## config.mk

```make
export PLATFORM = sky130hd
export DESIGN_NAME = irq_offset_enc
export DESIGN_NICKNAME = d
export VERILOG_FILES = /design/src/rtl/irq_enc_pkg.sv /design/src/rtl/irq_prio_leaf.sv /design/src/rtl/irq_result_fmt.sv /design/src/rtl/irq_offset_enc.sv
export SDC_FILE = /design/constraint.sdc
export NUM_CORES = 1
export LEC_CHECK = 0
export ABC_CLOCK_PERIOD_IN_PS = 1100
export BUFFER_PORTS_ARGS = -buffer_cell sky130_fd_sc_hd__buf_2
export CAP_MARGIN = 20
export CORE_MARGIN = 2
export CORE_UTILIZATION = 40
export DETAILED_ROUTE_END_ITERATION = 10
export GPL_TIMING_DRIVEN = 0
export PLACE_DENSITY_LB_ADDON = 0.25
export SLEW_MARGIN = 10
export SYNTH_ARGS = -nofsm -noshare
export SYNTH_HDL_FRONTEND = slang
export SYNTH_SLANG_ARGS = --single-unit
```

## constraint.sdc

```tcl
create_clock -name clk -period 1.1 [get_ports clk]
set_input_delay 0.055 -clock clk [delete_from_list [all_inputs] [get_ports clk]]
set_output_delay 0.055 -clock clk [all_outputs]
set_load 0.02 [all_outputs]
```

## src/rtl/irq_enc_pkg.sv

```systemverilog
package irq_enc_pkg;
  localparam int unsigned MAX_W = 64;

  // Shift a line number left by the entry-size exponent to form a table offset.
  function automatic logic [MAX_W-1:0] scale_index(input logic [31:0] idx,
                                                   input int unsigned shift);
    return MAX_W'(idx) << shift;
  endfunction
endpackage

```

## src/rtl/irq_prio_leaf.sv

```systemverilog
module irq_prio_leaf #(
  parameter int W  = 4,
  parameter int IW = (W > 1) ? $clog2(W) : 1
) (
  input  logic [W-1:0]  req,
  output logic          any,
  output logic [IW-1:0] idx
);
  // Small priority stage: the lowest set bit wins.
  always_comb begin
    any = |req;
    idx = '0;
    for (int i = W - 1; i >= 0; i--) begin
      if (req[i]) idx = IW'(i);
    end
  end
endmodule

```

## src/rtl/irq_result_fmt.sv

```systemverilog
module irq_result_fmt #(
  parameter int RES_W       = 32,
  parameter int IDX_W       = 5,
  parameter int ENTRY_SHIFT = 3
) (
  input  logic             any,
  input  logic [IDX_W-1:0] idx,
  output logic [RES_W-1:0] res
);
  import irq_enc_pkg::*;

  logic [MAX_W-1:0] scaled;

  always_comb begin
    scaled = scale_index(32'(idx), ENTRY_SHIFT);
    res    = any ? scaled[RES_W-1:0] : '1;
  end
endmodule

```

## src/rtl/irq_offset_enc.sv

```systemverilog
module irq_offset_enc #(
  parameter int LINES       = 32,
  parameter int GROUP_W     = 4,
  parameter int RES_W       = 32,
  parameter int ENTRY_SHIFT = 3,
  parameter bit REGISTERED  = 1'b1
) (
  input  logic             clk,
  input  logic             rst_n,
  input  logic             start,
  input  logic [LINES-1:0] pending,
  output logic [RES_W-1:0] result,
  output logic             done
);
  localparam int NGROUPS = LINES / GROUP_W;
  localparam int SUB_W   = $clog2(GROUP_W);
  localparam int GRP_W   = $clog2(NGROUPS);
  localparam int IDX_W   = SUB_W + GRP_W;

  logic [NGROUPS-1:0] grp_any;
  logic [SUB_W-1:0]   grp_idx [NGROUPS];
  logic [GRP_W-1:0]   win_grp;
  logic               win_any;   // named event: some line pending
  logic [IDX_W-1:0]   win_idx;   // named event: winning line number
  logic [RES_W-1:0]   result_now;

  // First tree level: one priority stage per group of lines.
  for (genvar g = 0; g < NGROUPS; g++) begin : g_leaf
    irq_prio_leaf #(.W(GROUP_W), .IW(SUB_W)) u_leaf (
      .req (pending[g*GROUP_W +: GROUP_W]),
      .any (grp_any[g]),
      .idx (grp_idx[g])
    );
  end

  // Second tree level: pick the lowest group that has a pending line.
  irq_prio_leaf #(.W(NGROUPS), .IW(GRP_W)) u_root (
    .req (grp_any),
    .any (win_any),
    .idx (win_grp)
  );

  assign win_idx = {win_grp, grp_idx[win_grp]};

  irq_result_fmt #(.RES_W(RES_W), .IDX_W(IDX_W), .ENTRY_SHIFT(ENTRY_SHIFT)) u_fmt (
    .any (win_any),
    .idx (win_idx),
    .res (result_now)
  );

  if (REGISTERED) begin : g_reg
    logic [RES_W-1:0] res_q;
    logic             done_q;
    always_ff @(posedge clk or negedge rst_n) begin
      if (!rst_n) begin
        res_q  <= '1;
        done_q <= 1'b0;
      end else begin
        done_q <= start;
        if (start) res_q <= result_now;
      end
    end
    assign result = res_q;
    assign done   = done_q;
  end else begin : g_comb
    assign result = result_now;
    assign done   = start;
  end
endmodule

```

==> flow_summary.yaml, run 1 <==
placement:
  routabilityCongestion: 0.881
  dp_cells: 219
  post-dp-hpwl_um: 2230
  port_buffers: 67
  placed_area_um2: 1350
outcome:
  violations: "negative setup slack"
  outcome: "complete, but fails checks"
global_route:
  grt_pass1_vias: 1147
  antenna_found_initial: 0
  grt.total_usage: 0.213
  grt_max_degree: 29
  overflow: 0
  grt_pass1_wl_um: 4540
logic_synthesis:
  synth_edf_count: 0
  yosysTopAreaCell: "buf_4"
  syn_inst: 124
  yosysUniqueCellTypes: 39
  syn_area_um2: 960
  synth_warnings: 0
  async_flop_share: 1.00
  synth_area_leaders: "buf_4 (20%), dfstp_2 (16%), nor2_1 (7.8%), a21oi_1 (4.7%), nor4_4 (4.4%)"
  synth_area_per_cell_um2: 7.74
  syn_nets: 159
  synth-seq-cells: 7
  ys.flop_type: "dfstp_2"
  synth_top_area_share: 0.203
  synth_seq_area_share: 0.190
flow_run:
  maxCapViolations: 0
floorplanning:
  die_area_um2: 2810
  fp.dieW_um: 53.0
  die_h_um: 53.0
  initial_core_util: 0.430
  row_count: 17
  core_area_um2: 2230
  ios: 68
critical_path:
  setup.worst_path.start: "pending[30]"
  rr_worst_depth: 3
  setup.worst_path.end: "result[4]"
  critPathCaptureType: "register"
  crit_family: "compound AO/OA/AOI/OAI gates"
  r2r_slack_ps: -60
  regToRegEndpoint: "result[30]"
  path_class: "in2reg"
  cp-start-kind: "primary input"
  crit_buf_inv: 1
  cp.depth: 7
  cp.required_ps: 1270
  crit_chain: "buf_6 > or4_4 > a211oi_4 > o21ai_0 > o211a_1 > o311a_1 > a211oi_2"
  crit_fanout: 4
  worstPathArrival_ps: 1800
  slowest_delay_ps: 580
  crit_slowest_cell: "or4_4"
  timing.rr.start: "result[30]"
power_and_ir_drop:
  switching_share: 0.376
  power_leakage_nw: 0.861
  power_density_nw_per_um2: 712
  seqPwrFrac: 0.228
  p_comb_frac: 0.591
  total_power_mw: 1.34
  p_int_uw: 839
  p_sw_uw: 505
  power.clock.fraction: 0.182
  ir_worst_vdd_mv: 0.844
sta:
  hold_ws_ps: 186
  final.setup.worst_slack_ps: -529
  max_slew.worst_pin.slew_ps: 591
  clock_skew_ps: 0
  max_freq_mhz: 614
  relSlewSlack: 0.602
  rsz0062_at_grt: "true"
  slew_violations: 0
  period_needed_ps: 1630
  setup_viol: 33
  hold_viol_final: 0
  post-route-period-util: 1.48
worst_hold_path:
  min_path_type: "in2reg"
finish:
  final_cells: 231
  final_cell_area_um2: 1890
  fillers: 110
  layout.cells.most_common: "buf_6"
  n_antenna_cell: 0
  syn2layout_area_growth_pct: 96.7
  final_layout_size_suffix_gt1_frac: 0.645
  multi_input_area_um2: 657
  nets: 239
  ff_latch_area_um2: 186
  final_cell_mix: "buf_6 (58), buf_2 (34), nor2_1 (19)"
routing:
  viasPerCell: 5.85
  first_iter_violations: 51
  dr.pass1.iters: 4
  ant_nets: 0
  routed_wl_um: 4660
  vias: 1351
  wl_per_cell_um: 20.2
  drc: 0
clock_network:
  cts_max_level: 1
  cts_tree: "yes"
  root_buffer: "clkbuf_4"
  numClockSinks: 7
  clockBufferDepth: 2
  numCtsBuffers: 3
  clk-insertion-delay-late_ps: 250
  cts.reportedPaths.clkPinSlew_ps: 60
-- synthesized netlist by cell type, types with 4 or more instances --
library cell,count
buf_4,26
o21ai_0,5
nor4_1,4
o31ai_1,4
a21oi_1,9
nand2_1,4
dfstp_2,6
inv_1,7
nor2_1,20
-- routing by layer --
layer | wire [um] | global-route usage | part of all wire | vias up
met4 | 251 | 0.107 | 0.054 | 0
met1 | 1630 | 0.223 | 0.35 | 642
li1 | - | - | - | 587
met3 | 333 | 0.0198 | 0.071 | 25
met5 | 0 | 0 | 0 | -
met2 | 2450 | 0.415 | 0.53 | 97
-- final cells by class --
cell class,instances,area share
buffer,27,0.157
clock buffer,4,0.0139
inverter,7,0.0139
multi-input combinational,83,0.348
sequential,7,0.0987
tap,28,0.0186
timing repair buffer,75,0.350
-- worst reg2reg max path, delay by kind of cell, from the launching register on --
family          cells  cell delay (ps)
flops               1              680
buf+inv             2              290
compound gates      1              130
-- state kept, by name, summed over array words and instances, names as in the netlist --
name,count
result,6
done,1
-- stage by stage --
| stage | TNS, ps | worst slack, ps | util |
|---|---|---|---|
| 2_1_floorplan | -1920 | -538 | - |
| 3_3_place_gp | -4810 | -783 | 0.602 |
| 3_5_place_dp | -5840 | -767 | 0.602 |
| 4_1_cts | -11510 | -453 | 0.661 |
| 5_1_grt | -9710 | -552 | 0.845 |
| 6_report | -8830 | -529 | 0.845 |
-- power groups by stage --
stage          logic (mW)  registers [mW]  clock network, mW
5_1_grt             0.830           0.307              0.265
6_report            0.794           0.306              0.244
3_5_place_dp        0.497           0.315                  0
4_1_cts             0.526           0.311              0.252
3_3_place_gp        0.485           0.312                  0
2_1_floorplan       0.274           0.334                  0
-- worst min path at each step --
stage                 to        start  slack (ps)  cells past startpoint
6_report       result[3]  pending[12]         190                      3
5_1_grt        result[3]  pending[12]         200                      3
4_1_cts        result[3]   pending[0]         140                      4
3_5_place_dp        done        rst_n        -110                      1
3_3_place_gp        done        rst_n        -110                      1
2_1_floorplan       done        rst_n        -240                      0
-- cells by family (layout without fill, tap and decap cells) --
family          Yosys count  after routing  share of synthesized area
compound gates           37             37                      0.283
buf+inv                  34            113                      0.235
flops                     7              7                      0.190
mux                       1              1                     0.0117
simple gates             45             45                      0.280
-- repair_timing --
action	4_1_cts	5_1_grt
hold endpoints to repair	8	0
hold buffers	2	0
setup buffers	1	3
gates cloned	0	2
gates resized for setup	15	95
pin swaps	4	5
setup endpoints to repair	33	33
Power figures use the tool's default switching activity.
==> run 2: changes to the inputs <==
--- a/config.mk
+++ b/config.mk
@@ -5,7 +5,7 @@
 export SDC_FILE = /design/constraint.sdc
 export NUM_CORES = 1
 export LEC_CHECK = 0
-export ABC_CLOCK_PERIOD_IN_PS = 1100
+export ABC_CLOCK_PERIOD_IN_PS = 1800
 export BUFFER_PORTS_ARGS = -buffer_cell sky130_fd_sc_hd__buf_2
 export CAP_MARGIN = 20
 export CORE_MARGIN = 2
==> constraint.sdc (replaced) <==
create_clock -name clk -period 1.8 [get_ports clk]
set_input_delay 0.09 -clock clk [delete_from_list [all_inputs] [get_ports clk]]
set_output_delay 0.09 -clock clk [all_outputs]
set_load 0.02 [all_outputs]
==> flow_summary.yaml, run 2 (synthesis gave the netlist of run 1 again) <==
floorplanning:
  core_area_um2: 2230
  initial_core_util: 0.430
  fp.dieW_um: 53.0
  die_area_um2: 2810
  ios: 68
  row_count: 17
  die_h_um: 53.0
routing:
  drc: 0
  ant_nets: 0
  routed_wl_um: 2500
  vias: 1133
  viasPerCell: 5.04
  wl_per_cell_um: 11.1
  first_iter_violations: 22
  dr.pass1.iters: 4
clock_network:
  clk-insertion-delay-late_ps: 250
  root_buffer: "clkbuf_4"
  clockBufferDepth: 2
  numClockSinks: 7
  cts.reportedPaths.clkPinSlew_ps: 50
  cts_tree: "yes"
  numCtsBuffers: 3
  cts_max_level: 1
power_and_ir_drop:
  ir_worst_vdd_mv: 0.335
  total_power_uw: 632
  seqPwrFrac: 0.301
  power.clock.fraction: 0.216
  switching_share: 0.366
  power_leakage_nw: 0.712
  p_sw_uw: 231
  p_int_uw: 401
  p_comb_frac: 0.484
  power_density_nw_per_um2: 457
finish:
  layout.cells.most_common: "buf_2"
  final_cells: 225
  nets: 233
  final_cell_area_um2: 1380
  final_core_util: 0.619
  n_antenna_cell: 0
  final_layout_size_suffix_gt1_frac: 0.579
  syn2layout_area_growth_pct: 44.1
  fillers: 198
  largest_reg_flops: 6
  final_cell_mix: "buf_2 (67), buf_4 (26), nor2_1 (20)"
sta:
  hold_ws_ps: 173
  rsz0062_at_grt: "false"
  fin_tns_setup_ps: 0
  final.setup.worst_slack_ps: 102
  relSlewSlack: 0.674
  max_freq_mhz: 589
  max_slew.worst_pin.slew_ps: 485
  clock_skew_ps: 0
  post-route-period-util: 0.943
  period_needed_ps: 1700
  slew_violations: 0
  setup_viol: 0
  hold_viol_final: 0
global_route:
  grt_pass1_vias: 957
  grt_max_degree: 29
  antenna_found_initial: 0
  grt_pass1_wl_um: 3880
  grt.total_usage: 0.182
  overflow: 0
critical_path:
  rr_worst_depth: 1
  setup.worst_path.start: "pending[17]"
  path_class: "in2reg"
  cp.required_ps: 1970
  critPathCaptureType: "register"
  crit_fanout: 4
  worstPathArrival_ps: 1870
  r2r_slack_ps: 780
  cp-start-kind: "primary input"
  regToRegEndpoint: "result[30]"
  timing.rr.start: "result[30]"
placement:
  placed_area_um2: 1330
  port_buffers: 67
  routabilityCongestion: 0.904
  post-place-ws_ps: -132
  post-dp-hpwl_um: 2100
  dp_cells: 219
flow_run:
  maxCapViolations: 0
worst_hold_path:
  holdPathStages: 4
  min_to: "result[3]"
  min-delay-start: "pending[0]"
  min_path_type: "in2reg"
outcome:
  outcome: "completed"
==> run 2: what timing repair did <==
action | in CTS | in global routing
setup buffers | 0 | 0
hold buffers | 2 | 0
endpoints found under the setup margin | 0 | 5
resized for setup | 0 | 1
endpoints found under the hold margin | 8 | 0
==> run 2: how the worst max path moves through the flow <==
stage	slack [ps]	end	cells past startpoint
after detailed placement	-130	result[4]	7
after floorplan	100	result[4]	6
after CTS	120	result[4]	7
after global routing	20	result[4]	7
final	100	result[4]	7
after global placement	-130	result[4]	7
==> run 2: layout make-up <==
cell class | instances | area, um2 | area share
buffer | 27 | 199 | 0.144
inverter | 7 | 26.3 | 0.0190
tap | 28 | 35.0 | 0.0253
sequential | 7 | 183 | 0.132
timing repair buffer | 69 | 355 | 0.257
clock buffer | 4 | 26.3 | 0.0190
multi-input combinational | 83 | 558 | 0.404
==> run 2: critical path: stages <==
cell	delay, ps
buf_2	120
nor4_2	430
o21ai_0	210
or2_1	290
o211a_1	230
o311a_1	300
a211oi_2	190
==> run 2: power groups by stage <==
stage          combinational [mW]  sequential (mW)  clock (mW)
2_1_floorplan               0.166            0.204           0
3_3_place_gp                0.295            0.191           0
3_5_place_dp                0.301            0.192           0
4_1_cts                     0.305            0.190       0.141
5_1_grt                     0.331            0.192       0.156
6_report                    0.306            0.190       0.136
==> run 2: layer usage <==
layer / GRT usage / vias up / share of wire / routed length (um)
met4: 0.0556 / 0 / 0.0056 / 14
li1: - / 579 / - / -
met5: 0 / - / 0 / 0
met1: 0.225 / 505 / 0.42 / 1060
met3: 0.0311 / 2 / 0.083 / 207
met2: 0.319 / 47 / 0.49 / 1220
==> run 3: changes to the inputs <==
--- a/config.mk
+++ b/config.mk
@@ -9,7 +9,7 @@
 export BUFFER_PORTS_ARGS = -buffer_cell sky130_fd_sc_hd__buf_2
 export CAP_MARGIN = 20
 export CORE_MARGIN = 2
-export CORE_UTILIZATION = 40
+export CORE_UTILIZATION = 41
 export DETAILED_ROUTE_END_ITERATION = 10
 export GPL_TIMING_DRIVEN = 0
 export PLACE_DENSITY_LB_ADDON = 0.25
==> flow_summary.yaml, run 3 (synthesis gave the netlist of run 1 again) <==
critical_path:
  crit_fanout: 4
  crit_family: "compound AO/OA/AOI/OAI gates"
  crit_slowest_cell: "nor4_2"
  cp-start-kind: "primary input"
  crit_buf_inv: 1
  path_class: "in2reg"
  slowest_delay_ps: 430
  worstPathArrival_ps: 1860
  crit_chain: "buf_2 > nor4_2 > o21ai_0 > or2_1 > o211a_1 > o311a_1 > a211oi_2"
  cp.required_ps: 1980
  critPathCaptureType: "register"
sta:
  hold_viol_final: 0
  period_needed_ps: 1680
  max_freq_mhz: 594
  setup_viol: 0
  clock_skew_ps: 0
  slew_violations: 0
  rsz0062_at_grt: "false"
  relSlewSlack: 0.682
  hold_ws_ps: 156
  post-route-period-util: 0.936
  max_slew.worst_pin.slew_ps: 473
floorplanning:
  die_h_um: 52.4
  ios: 68
  core_area_um2: 2210
  initial_core_util: 0.434
  fp.dieW_um: 52.4
  row_count: 17
  die_area_um2: 2740
placement:
  port_buffers: 67
  post-dp-hpwl_um: 2170
  placed_area_um2: 1330
  routabilityCongestion: 0.847
global_route:
  grt_max_degree: 29
  overflow: 0
  grt_pass1_vias: 1003
  grt.total_usage: 0.195
  antenna_found_initial: 0
  grt_pass1_wl_um: 4080
clock_network:
  numClockSinks: 7
  cts.reportedPaths.clkPinSlew_ps: 50
  cts_tree: "yes"
  clockBufferDepth: 2
  numCtsBuffers: 3
  cts_setup_buffers: 0
  cts_max_level: 1
  root_buffer: "clkbuf_4"
  clk-insertion-delay-late_ps: 250
worst_hold_path:
  min_path_type: "in2reg"
power_and_ir_drop:
  power_density_nw_per_um2: 461
  power_leakage_nw: 0.712
  ir_worst_vdd_mv: 0.346
finish:
  largest_reg_flops: 6
  n_antenna_cell: 0
  layout.cells.most_common: "buf_2"
  final_cell_area_um2: 1380
  final_core_util: 0.625
  syn2layout_area_growth_pct: 44.1
  final_layout_size_suffix_gt1_frac: 0.579
  ff_latch_area_um2: 183
  nets: 233
  final_cell_mix: "buf_2 (67), buf_4 (26), nor2_1 (20)"
  multi_input_area_um2: 558
  fillers: 210
routing:
  vias: 1145
  viasPerCell: 5.09
  ant_nets: 0
  drc: 0
  wl_per_cell_um: 11.3
  dr.pass1.iters: 4
  routed_wl_um: 2540
  first_iter_violations: 11
outcome:
  outcome: "completed"
flow_run:
  maxCapViolations: 0
[run 3: cell counts in the layout (fill, tap and decap cells not counted)]
No cell type changed its count.
[run 3: layout make-up]
| cell class | count | area share |
|---|---|---|
| flip-flops and latches | 7 | 0.132 |
| repair buffers | 69 | 0.257 |
| multi-input cells | 83 | 0.404 |
| inverters | 7 | 0.0190 |
| clock buffers | 4 | 0.0190 |
| plain buffers | 27 | 0.144 |
| well taps | 28 | 0.0253 |
[run 3: path summary, 6_finish.rpt]
path                              from          to  slack [ps]  depth (start not counted)
max reg2reg                 result[30]  result[30]         770                          1
max in group asynchronous        rst_n   result[7]        1370                          2
min in group asynchronous        rst_n        done         210                          2
min reg2reg                  result[3]   result[3]         510                          2
min                         pending[0]   result[3]         160                          4
max                        pending[17]   result[4]         120                          7
[run 3: metrics by stage]
step | instances | setup WS, ps | power, mW | TNS, ps
floorplan | 124 | 101 | 0.370 | 0
global placement | 219 | -118 | 0.485 | -371
detailed placement | 219 | -119 | 0.495 | -473
CTS | 225 | 139 | 0.642 | 0
global route | 225 | 50.4 | 0.685 | 0
finish | 225 | 115 | 0.637 | 0
[run 3: what timing repair did]
action                                  CTS  global route
hold buffers                              2             0
endpoints found under the setup margin    0             2
gates resized for setup                   0             1
endpoints found under the hold margin     8             0
[run 3: where the power goes]
| part | internal (mW) | switching (mW) |
|---|---|---|
| clock | 0.0845 | 0.0570 |
| combinational | 0.141 | 0.164 |
| sequential | 0.175 | 0.0147 |
| total | 0.401 | 0.236 |
[run 3: metal layers]
| layer | wire, um | track usage | vias to the layer above |
|---|---|---|---|
| met5 | 0 | 0 | - |
| met2 | 1260 | 0.340 | 56 |
| met1 | 1040 | 0.246 | 508 |
| met4 | 23 | 0.0769 | 0 |
| met3 | 217 | 0.0143 | 3 |
| li1 | - | - | 578 |
